==> src/rtl/serial_bank_pkg.sv <==
package serial_bank_pkg;
  localparam int CTRL_W = 3;
  localparam logic [CTRL_W-1:0] CODE_INTFRAC = 3'b000;
  localparam logic [CTRL_W-1:0] CODE_PHASE   = 3'b010;

  typedef struct packed {
    logic ldIntFrac;
    logic ldPhase;
  } strobeT;
endpackage

==> src/rtl/serial_bank_ctrl.sv <==
module serial_bank_ctrl
  import serial_bank_pkg::*;
#(
  parameter int WORD_W      = 16,
  parameter int SYNC_STAGES = 2
) (
  input  logic              clk,
  input  logic              rstN,
  input  logic              serClk,
  input  logic              serData,
  input  logic              serLe,
  output strobeT            stb,
  output logic [WORD_W-1:0] word
);
  localparam int S = SYNC_STAGES;

  // Bits [S-1:0] synchronize; bit S holds the previous synced value for edge detection.
  logic [S:0]   clkSync;
  logic [S:0]   leSync;
  logic [S-1:0] dataSync;
  logic [WORD_W-1:0] shiftReg;
  logic clkRise, leRise;
  logic [CTRL_W-1:0] ctrlField;

  always_ff @(posedge clk or negedge rstN) begin
    if (!rstN) begin
      clkSync  <= '0;
      leSync   <= '0;
      dataSync <= '0;
    end else begin
      clkSync  <= {clkSync[S-1:0], serClk};
      leSync   <= {leSync[S-1:0], serLe};
      dataSync <= {dataSync[S-2:0], serData};
    end
  end

  assign clkRise = clkSync[S-1] & ~clkSync[S];
  assign leRise  = leSync[S-1]  & ~leSync[S];

  always_ff @(posedge clk or negedge rstN) begin
    if (!rstN)        shiftReg <= '0;
    else if (clkRise) shiftReg <= {shiftReg[WORD_W-2:0], dataSync[S-1]};
  end

  assign ctrlField     = shiftReg[CTRL_W-1:0];
  assign word          = shiftReg;
  assign stb.ldIntFrac = leRise && (ctrlField == CODE_INTFRAC);
  assign stb.ldPhase   = leRise && (ctrlField == CODE_PHASE);

  AST_STROBE_EXCL: assert property (@(posedge clk) disable iff (!rstN)
    $onehot0({stb.ldIntFrac, stb.ldPhase}));
  AST_SHIFT_ON_EDGE: assert property (@(posedge clk) disable iff (!rstN)
    !clkRise |=> $stable(shiftReg));
  AST_LE_SINGLE: assert property (@(posedge clk) disable iff (!rstN)
    leRise |=> !leRise);
endmodule

==> src/rtl/serial_bank_dp.sv <==
module serial_bank_dp
  import serial_bank_pkg::*;
#(
  parameter int WORD_W  = 16,
  parameter int INT_W   = 7,
  parameter int FRAC_W  = 6,
  parameter int PHASE_W = 12
) (
  input  logic               clk,
  input  logic               rstN,
  input  strobeT             stb,
  input  logic [WORD_W-1:0]  word,
  output logic [INT_W-1:0]   intVal,
  output logic [FRAC_W-1:0]  fracVal,
  output logic [PHASE_W-1:0] phaseVal,
  output logic               r0Load
);
  localparam int FRAC_LSB  = CTRL_W;
  localparam int INT_LSB   = CTRL_W + FRAC_W;
  localparam int PHASE_LSB = CTRL_W;

  logic [PHASE_W-1:0] holdPhase;

  always_ff @(posedge clk or negedge rstN) begin
    if (!rstN)            holdPhase <= '0;
    else if (stb.ldPhase) holdPhase <= word[PHASE_LSB +: PHASE_W];
  end

  always_ff @(posedge clk or negedge rstN) begin
    if (!rstN) begin
      intVal   <= '0;
      fracVal  <= '0;
      phaseVal <= '0;
      r0Load   <= 1'b0;
    end else begin
      r0Load <= stb.ldIntFrac;
      if (stb.ldIntFrac) begin
        intVal   <= word[INT_LSB +: INT_W];
        fracVal  <= word[FRAC_LSB +: FRAC_W];
        phaseVal <= holdPhase;
      end
    end
  end

  AST_PHASE_HOLD: assert property (@(posedge clk) disable iff (!rstN)
    !stb.ldIntFrac |=> $stable(phaseVal));
  AST_PHASE_COMMIT: assert property (@(posedge clk) disable iff (!rstN)
    stb.ldIntFrac |=> phaseVal == $past(holdPhase));
  AST_INTFRAC_HOLD: assert property (@(posedge clk) disable iff (!rstN)
    !stb.ldIntFrac |=> $stable(intVal) && $stable(fracVal));
  AST_PULSE_WIDTH: assert property (@(posedge clk) disable iff (!rstN)
    r0Load |=> !r0Load);
endmodule

==> src/rtl/serial_bank_if.sv <==
module serial_bank_if
  import serial_bank_pkg::*;
#(
  parameter int WORD_W      = 16,
  parameter int INT_W       = 7,
  parameter int FRAC_W      = 6,
  parameter int PHASE_W     = 12,
  parameter int SYNC_STAGES = 2
) (
  input  logic               clk,
  input  logic               rstN,
  input  logic               serClk,
  input  logic               serData,
  input  logic               serLe,
  output logic [INT_W-1:0]   intVal,
  output logic [FRAC_W-1:0]  fracVal,
  output logic [PHASE_W-1:0] phaseVal,
  output logic               r0Load
);
  strobeT            stb;
  logic [WORD_W-1:0] word;

  serial_bank_ctrl #(.WORD_W(WORD_W), .SYNC_STAGES(SYNC_STAGES)) u_ctrl (
    .clk(clk), .rstN(rstN), .serClk(serClk), .serData(serData),
    .serLe(serLe), .stb(stb), .word(word)
  );

  serial_bank_dp #(.WORD_W(WORD_W), .INT_W(INT_W), .FRAC_W(FRAC_W),
                   .PHASE_W(PHASE_W)) u_dp (
    .clk(clk), .rstN(rstN), .stb(stb), .word(word),
    .intVal(intVal), .fracVal(fracVal), .phaseVal(phaseVal), .r0Load(r0Load)
  );
endmodule

==> config.mk <==
export PLATFORM = sky130hd
export DESIGN_NAME = serial_bank_if
export DESIGN_NICKNAME = d
export VERILOG_FILES = /design/src/rtl/serial_bank_pkg.sv /design/src/rtl/serial_bank_ctrl.sv /design/src/rtl/serial_bank_dp.sv /design/src/rtl/serial_bank_if.sv
export SDC_FILE = /design/constraint.sdc
export NUM_CORES = 1
export LEC_CHECK = 0
export ABC_AREA = 1
export BUFFER_PORTS_ARGS = -buffer_cell sky130_fd_sc_hd__buf_2
export CAP_MARGIN = 20
export CORE_MARGIN = 4
export CORE_UTILIZATION = 60
export CTS_BUF_LIST = sky130_fd_sc_hd__clkbuf_16
export DETAILED_ROUTE_END_ITERATION = 6
export PLACE_DENSITY = 0.84
export SYNTH_ARGS = -nofsm -noshare
export SYNTH_HDL_FRONTEND = slang
export SYNTH_HIERARCHICAL = 1
export SYNTH_SLANG_ARGS = --single-unit
==> constraint.sdc <==
create_clock -name clk -period 1.9 [get_ports clk]
set_input_delay 0.38 -clock clk [delete_from_list [all_inputs] [get_ports clk]]
set_output_delay 0.38 -clock clk [all_outputs]
set_load 0.01 [all_outputs]
==> reports/metrics.cfg, run 1 <==
[global_routing]
grtUsageMet2_pct = 27.55
antenna_found_initial = 0
use_met3_pct = 6.043
grt_pass1_vias = 1575
use_met1_pct = 26.67
grt_max_degree = 63
overflow = 0
grtUsageTotal_pct = 19.00
grt_pass1_wl_um = 7258
busiest_layer = met2

[route]
vias = 1677
wire_per_inst_um = 12.31
first_pass_iters = 7
dr.first_iter.drc_count = 126
ant_nets = 0
drc_errors = 0
via_per_inst = 5.036
routed_wl_um = 4099

[die]
rows = 22
die_w_um = 70.48
die_h_um = 70.48
initial_core_util_pct = 63.03
fp.coreArea_um2 = 3716
dieArea_um2 = 4967
io_pins = 31

[worst_hold_path]
hold_class = in2async

[placement]
numPlacedInstances = 318
place_congestion = 0.8056
numPortBuffers = 30
hpwl_um = 2630

[worst_setup_path]
timing.rr.end = u_dp/holdPhase[1]
cp-start-kind = flop
end_kind = flop
path_class = reg2reg
crit_chain = inv_1 > nand2_1 > nor2_1 > buf_4 > inv_1 > nand2_1 > nand2_1
max_stage_delay_ns = 0.40
cp_common_cell = nand2_1
critPathArrivalTime_ns = 1.47
path_delay_family = buffers and inverters
reg2reg_slack_ns = 0.63
crit_slowest_cell = dfrtp_1
crit_fanout = 13
r2r-start = u_ctrl/word[0]
worst-path-buf-inv = 3
rr_worst_depth = 7
required_ns = 2.10

[sta]
fin_skew_ns = 0.003338
post-route-period-util_pct = 66.85
relSlewSlack_pct = 76.41
drv_slew = 0
tightest_slew_ns = 0.3538
hold_violations = 0
fin_crit_ns = 1.270
tns_ns = 0
setup_viol = 0
max_freq_mhz = 787.3
rsz0062_at_grt = no

[cells_and_area]
area_growth_pct = 17.41
ff_latch_area_um2 = 1551
final_common_cell = nand2_1
multiInputGateArea_um2 = 663.1
layout-drive-gt1-share_pct = 17.54
n_antenna_cell = 0
num-fill-cells = 277
final_nets = 286
fin_cells = 333
final_cell_mix = nand2_1, dfrtp_1, buf_2, nand3_1, clkbuf_16

[yosys]
ys_warn_count = 6
synthCells = 246
synthDistinctLibCells = 12
syn-cell-area_um2 = 2342
ys_seq_area_share_pct = 66.24
ys_ff_latch = 62
syn_nets = 251
syn_area_per_cell_um2 = 9.521

[pwr]
powerDensity_nw_per_um2 = 1256
p_leak_nw = 1.624
ir_worst_vdd_mv = 0.7216

[clock_network]
clockRootBuffer = clkbuf_16
cts_num_sinks = 62
htreeDepth = 3
clock_latency_ns = 0.32
cts_tree = built
cts.repair.resized = 0
cts_setup_buffers = 0
cts_made_buffers = 9
hold_buffers = 0
cts_max_path_buffers = 2
path_clk_slew_ns = 0.05

[run]
drv_cap = 0

[status]
status = finished, final reports clean

-- how the worst max path moves through the flow --
stage,cells past startpoint,from,end
after floorplan,8,u_ctrl/word[0],u_dp/fracVal[1]
after global placement,7,u_ctrl/word[2],u_dp/holdPhase[6]
after detailed placement,7,u_ctrl/word[2],u_dp/holdPhase[4]
after CTS,7,u_ctrl/word[0],u_dp/holdPhase[1]
after global routing,7,u_ctrl/word[2],u_dp/holdPhase[1]
final,7,u_ctrl/word[0],u_dp/holdPhase[1]
-- flip-flops by register name, indices dropped and copies added, names as in the netlist --
register,count
u_ctrl/word,16
u_dp/holdPhase,12
u_dp/phaseVal,12
u_dp/intVal,7
u_dp/fracVal,6
u_ctrl/clkSync,3
u_ctrl/leSync,3
u_ctrl/dataSync,2
u_dp/r0Load,1
-- cell usage after synthesis (all sizes together) --
cell	number	share of area [%]
nor2	3	0.48
nand2	147	24
inv	6	1.2
buf	11	4.4
nand3	17	3.6
dfrtp	62	66
-- area by class of cell --
type / instances / share of cell area [%]
Sequential cell: 62 / 56.41
Multi-Input combinational cell: 167 / 24.11
Clock buffer: 9 / 8.189
Timing Repair Buffer: 35 / 7.279
Tap cell: 48 / 2.184
Inverter: 6 / 1.001
Clock inverter: 6 / 0.8189
-- cell families (layout without fill, tap and decap cells) --
group                  count (synthesis)  after routing  synth area share [%]
AND/OR/NAND/NOR                      167            167                 28.20
flip-flops                            62             62                 66.24
buffers and inverters                 17             56                 5.555
-- power by group --
group          internal [mW]  switching, mW  total (mW)
Clock                  0.842          0.497        1.34
Combinational          0.171          0.263       0.433
Sequential              1.54          0.145        1.68
-- worst reg2reg max path, stage by stage, from the launching register on --
cell	delay [ns]
dfrtp_1	0.40
inv_1	0.06
nand2_1	0.05
nor2_1	0.09
buf_4	0.18
inv_1	0.19
nand2_1	0.12
nand2_1	0.06
-- per-layer routing --
metal,routed length (um),vias up
li1,-,822
met1,1834,783
met2,1877,65
met3,336,7
met4,50,0
met5,0,-
-- per-stage QoR --
| stage | util, % | hold slack [ns] | worst slack (ns) | power (mW) | area (um^2) |
|---|---|---|---|---|---|
| 6_report | 74.01 | 0.07381 | 0.6299 | 3.455 | 2750 |
| 5_1_grt | 74.01 | 0.08387 | 0.4527 | 3.650 | 2750 |
| 4_1_cts | 74.01 | 0.08335 | 0.6372 | 3.493 | 2750 |
| 3_5_place_dp | 67.34 | 0.3403 | 0.6360 | 2.140 | 2502 |
| 3_3_place_gp | 67.34 | 0.3330 | 0.7082 | 2.116 | 2502 |
| 2_1_floorplan | - | 0.08441 | 0.7333 | 1.950 | 2342 |
Note: power is estimated with default switching activity, not from simulation.
==> run 2: changes to the inputs <==
CORE_UTILIZATION = 56   (was 60)
PLACE_DENSITY = 0.8   (was 0.84)
clock period = 1.2 ns   (was 1.9 ns; I/O delays follow)
==> reports/metrics.cfg, run 2 (synthesis results as in run 1) <==
[status]
status = finished, final reports clean

[cells_and_area]
final_common_cell = nand2_1
n_antenna_cell = 0
ff_latch_area_um2 = 1551
largest_reg_flops = 16
area_growth_pct = 24.79
final_nets = 295
multiInputGateArea_um2 = 678.2
num-fill-cells = 290
final_cell_mix = nand2_1, dfrtp_1, buf_2, nand3_1, clkbuf_16
layout-drive-gt1-share_pct = 22.03

[sta]
post-route-period-util_pct = 99.40
tns_ns = 0
drv_slew = 0
tightest_slew_ns = 0.3894
hold_violations = 0
setup_viol = 0
fin_ws_ns = 0.007183
max_freq_mhz = 838.4
relSlewSlack_pct = 74.04
fin_skew_ns = 0.007347
fin_crit_ns = 1.193
rsz0062_at_grt = yes

[route]
routed_wl_um = 4660
via_per_inst = 5.055
dr.first_iter.drc_count = 141
drc_errors = 0
first_pass_iters = 5
wire_per_inst_um = 13.51
ant_nets = 0
vias = 1744

[clock_network]
path_clk_slew_ns = 0.05
htreeDepth = 3
cts_max_path_buffers = 2
clockRootBuffer = clkbuf_16
cts_num_sinks = 62
cts_made_buffers = 9
clock_latency_ns = 0.32
cts_tree = built

[worst_hold_path]
min_from = serData
hold_class = in2reg
min_to = u_ctrl/dataSync[0]
hold_depth = 1

[global_routing]
overflow = 0
grt_max_degree = 31
grt_pass1_wl_um = 7548
grt_pass1_vias = 1660
grtUsageTotal_pct = 19.39
antenna_found_initial = 0

[worst_setup_path]
path_class = reg2reg
r2r-start = u_ctrl/word[0]
critPathArrivalTime_ns = 1.45
crit_fanout = 15
cp-start-kind = flop
rr_worst_depth = 7
required_ns = 1.46
end_kind = flop
timing.rr.end = u_dp/fracVal[5]
reg2reg_slack_ns = 0.007

[die]
die_h_um = 72.67
io_pins = 31
fp.coreArea_um2 = 4029
dieArea_um2 = 5281
initial_core_util_pct = 58.14
rows = 23
die_w_um = 72.67

[placement]
hpwl_um = 2872
numPortBuffers = 30
dpl_worst_slack_ns = -0.02184
place_congestion = 0.7754

[pwr]
p_leak_nw = 1.693
powerDensity_nw_per_um2 = 2001
ir_worst_vdd_mv = 1.172
swShare_pct = 26.09
power.total_mw = 5.848
combPwrFrac_pct = 13.4
pwr-share-clk_pct = 40.9
power_switching_mw = 1.526
p_seq_share_pct = 45.6
power.internal_mw = 4.322

[run]
drv_cap = 0

==> run 2: timing repair <==
item	CTS	global route
resized for setup	3	15
setup endpoints to repair	31	36
hold buffers	1	0
hold endpoints to repair	13	0
cloned	0	3
setup buffers	0	1
pin swaps	0	2
==> run 2: worst max path at each step <==
stage	start	to	slack, ns	cells after the start
2_1_floorplan	u_ctrl/word[0]	u_dp/fracVal[1]	0.03	8
3_3_place_gp	u_ctrl/word[0]	u_dp/holdPhase[1]	0.02	7
3_5_place_dp	u_ctrl/word[0]	u_dp/fracVal[0]	-0.02	6
4_1_cts	u_ctrl/word[0]	u_dp/phaseVal[0]	0.02	6
5_1_grt	u_ctrl/word[0]	u_dp/phaseVal[7]	-0.07	7
6_report	u_ctrl/word[0]	u_dp/fracVal[5]	0.007	7
==> run 2: layout make-up <==
type                            count  share of cell area (%)
Clock inverter                      7                   1.884
Timing Repair Buffer               43                   10.66
Tap cell                           50                   2.140
Timing Repair inverter              1                  0.2140
Sequential cell                    62                   53.08
Multi-Input combinational cell    167                   23.20
Inverter                            6                   1.113
Clock buffer                        9                   7.705
==> run 2: per-layer routing <==
layer / vias to the layer above / share of wire, % / GRT usage, %
met1: 845 / 43 / 24.79
met4: 0 / 1.8 / 9.836
met5: - / 0 / 0
met2: 49 / 49 / 29.36
met3: 6 / 6.3 / 6.749
li1: 844 / - / -
==> run 2: power groups by stage <==
stage | registers (mW) | logic (mW) | clock network (mW)
5_1_grt | 2.71 | 0.896 | 2.54
3_5_place_dp | 2.69 | 0.729 | 0
6_report | 2.67 | 0.787 | 2.39
3_3_place_gp | 2.68 | 0.702 | 0
4_1_cts | 2.66 | 0.746 | 2.42
2_1_floorplan | 2.73 | 0.362 | 0
==> run 2: stage by stage <==
step | instance area, um^2 | hold slack, ns | util [%] | std cells
3_5_place_dp | 2547 | 0.1840 | 63.23 | 324
4_1_cts | 2845 | 0.01578 | 70.62 | 341
2_1_floorplan | 2342 | -0.05559 | - | 246
5_1_grt | 2923 | 0.01236 | 72.55 | 345
6_report | 2923 | 0.02506 | 72.55 | 345
3_3_place_gp | 2547 | 0.1810 | 63.23 | 324
==> run 2: critical path, stage by stage, from the launching register on <==
cell and delay [ns]:
dfrtp_1 0.38, nor2_1 0.10, nand2_1 0.10, nor2_4 0.14, buf_12 0.14, buf_12 0.13
nand2_1 0.06, nand2_1 0.07
==> run 3: changes to the inputs <==
CORE_UTILIZATION = 57   (was 56)
SYNTH_HIERARCHICAL = default   (was 1)
==> reports/metrics.cfg, run 3 <==
[status]
status = finished, final reports clean

[clock_network]
htreeDepth = 3
cts_setup_buffers = 0
cts_tree = built
cts_made_buffers = 9
clockRootBuffer = clkbuf_16
path_clk_slew_ns = 0.05
cts_max_path_buffers = 2
clock_latency_ns = 0.32
cts_num_sinks = 62

[sta]
post-route-period-util_pct = 98.77
max_freq_mhz = 843.7
fin_ws_ns = 0.01475
fin_skew_ns = 0.009308
drv_slew = 0
tightest_slew_ns = 0.3125
fin_crit_ns = 1.185
hold_violations = 0
relSlewSlack_pct = 79.17
setup_viol = 0
rsz0062_at_grt = yes

[yosys]
post-synth-top-area-fraction_pct = 60.78
syn-cell-area_um2 = 2552
ys_ff_latch = 62
synth.top_cells.by_count = nand2_1, dfrtp_1, nand4_1
synth-xor-area-share_pct = 0
synthAdderAreaFrac_pct = 0
synthDistinctLibCells = 21
ys_warn_count = 0
synth_edf_count = 0
synth-compound-area-share_pct = 0.7843
synth_flop_cell = dfrtp_1
synthCells = 245
synthArstFlopShare_pct = 100.0
syn_nets = 250
synthMuxAreaShare_pct = 0
ys_seq_area_share_pct = 60.78
synthTopCellsByArea = dfrtp_1, nand2_1, nand4_1
synth_top_family_by_area = simple AND/OR/NAND/NOR gates
synth.most_common_cell = nand2_1
yosys.area_share.simple_pct = 30.39
yosysTopAreaCell = dfrtp_1
syn_area_per_cell_um2 = 10.42

[worst_setup_path]
crit_slowest_cell = dfrtp_1
rr_worst_depth = 5
reg2reg_slack_ns = 0.01
required_ns = 1.40
path_class = reg2reg
crit_chain = nor2_4 > nand3_4 > buf_12 > nand2_2 > nand2_1
max_stage_delay_ns = 0.41
timing.rr.end = u_dp.phaseVal[5]
critPathArrivalTime_ns = 1.39
r2r-start = u_ctrl.word[2]
end_kind = flop
cp-start-kind = flop
crit_fanout = 26

[global_routing]
grt_max_degree = 63
grtUsageTotal_pct = 19.28
overflow = 0
grt_pass1_vias = 1771
grt_pass1_wl_um = 8010
antenna_found_initial = 0

[cells_and_area]
final_cell_mix = nand2_1, dfrtp_1, nand4_1, buf_2, nand2_2
area_growth_pct = 19.66
final_common_cell = nand2_1
layout-drive-gt1-share_pct = 28.67
n_antenna_cell = 0
stdcell_area_um2 = 3054
ff_latch_area_um2 = 1551
multiInputGateArea_um2 = 803.3
final_nets = 286
num-fill-cells = 293
largest_reg_flops = 16

[worst_hold_path]
min_to = u_ctrl.dataSync[0]
min_from = serData
hold_class = in2reg
hold_depth = 1

[pwr]
powerDensity_nw_per_um2 = 2262
p_leak_nw = 1.660
ir_worst_vdd_mv = 1.439

[die]
initial_core_util_pct = 58.62
dieArea_um2 = 5612
die_w_um = 74.92
die_h_um = 74.92
fp.coreArea_um2 = 4354
io_pins = 31
rows = 24

[route]
drc_errors = 0
wire_per_inst_um = 14.38
via_per_inst = 5.538
dr.first_iter.drc_count = 203
drt-met1-wl_um = 2067
route.met2.wl_um = 2362
top_layer_used = met4
first_pass_iters = 4
route.met3.wl_um = 321
ant_nets = 0
routed_wl_um = 4859
vias = 1872

[placement]
place_congestion = 0.7418
placed_area_um2 = 2711
numPortBuffers = 30
hpwl_um = 3021
dpl_worst_slack_ns = -0.002233

[run]
drv_cap = 0

[run 3: kinds of logic after synthesis]
kind of cell    count (synthesis)
simple gates                  156
compound gates                  4
buf+inv                        23
flops                          62
[run 3: worst max-delay path by stage]
| stage | startpoint | end | slack [ns] |
|---|---|---|---|
| finish | u_ctrl.word[2] | u_dp.phaseVal[5] | 0.01 |
| detailed placement | u_ctrl.word[0] | u_dp.phaseVal[6] | -0.002 |
| floorplan | u_ctrl.word[0] | u_dp.intVal[3] | 0.12 |
| global route | u_ctrl.word[2] | u_dp.intVal[0] | -0.03 |
| global placement | u_ctrl.word[0] | u_dp.holdPhase[5] | 0.04 |
| CTS | u_ctrl.word[0] | u_dp.phaseVal[5] | 0.03 |
[run 3: timing repair]
action | CTS | global route
endpoints found under the hold margin | 62 | 0
hold buffers | 1 | 0
endpoints found under the setup margin | 4 | 26
resized for setup | 3 | 1
pin swaps | 0 | 1
[run 3: where the power goes]
group / internal, mW / total [mW] / switching [mW]
combinational: 0.520 / 1.27 / 0.752
clock: 1.80 / 2.67 / 0.870
sequential: 2.60 / 2.97 / 0.362
[run 3: routing by layer]
metal	GRT usage (%)	vias to the layer above
li1	-	897
met1	24.47	894
met2	30.08	66
met3	6.142	15
met4	9.091	0
met5	0	-
[run 3: final cells by class]
class                           count  share of cell area (%)
Timing Repair Buffer               43                   9.791
Clock buffer                        9                   7.374
Sequential cell                    62                   50.80
Multi-Input combinational cell    160                   26.30
Inverter                            5                  0.6964
Clock inverter                      7                   2.909
Tap cell                           52                   2.130
[run 3: critical path, delay by kind of cell (launching register included)]
family / cells / cell delay (ns)
flip-flops: 1 / 0.41
buffers and inverters: 1 / 0.18
AND/OR/NAND/NOR: 4 / 0.46
[run 3: metrics by stage]
| stage | hold WS [ns] | std cells | power, mW | util [%] | TNS (ns) |
|---|---|---|---|---|---|
| floorplan | -0.05559 | 245 | 3.799 | - | 0 |
| global placement | 0.2691 | 321 | 4.170 | 62.27 | 0 |
| detailed placement | 0.2776 | 321 | 4.241 | 62.27 | -0.002233 |
| CTS | 0.01640 | 338 | 6.963 | 70.06 | 0 |
| global route | 0.01174 | 338 | 7.263 | 70.14 | -0.2088 |
| finish | 0.02324 | 338 | 6.910 | 70.14 | 0 |
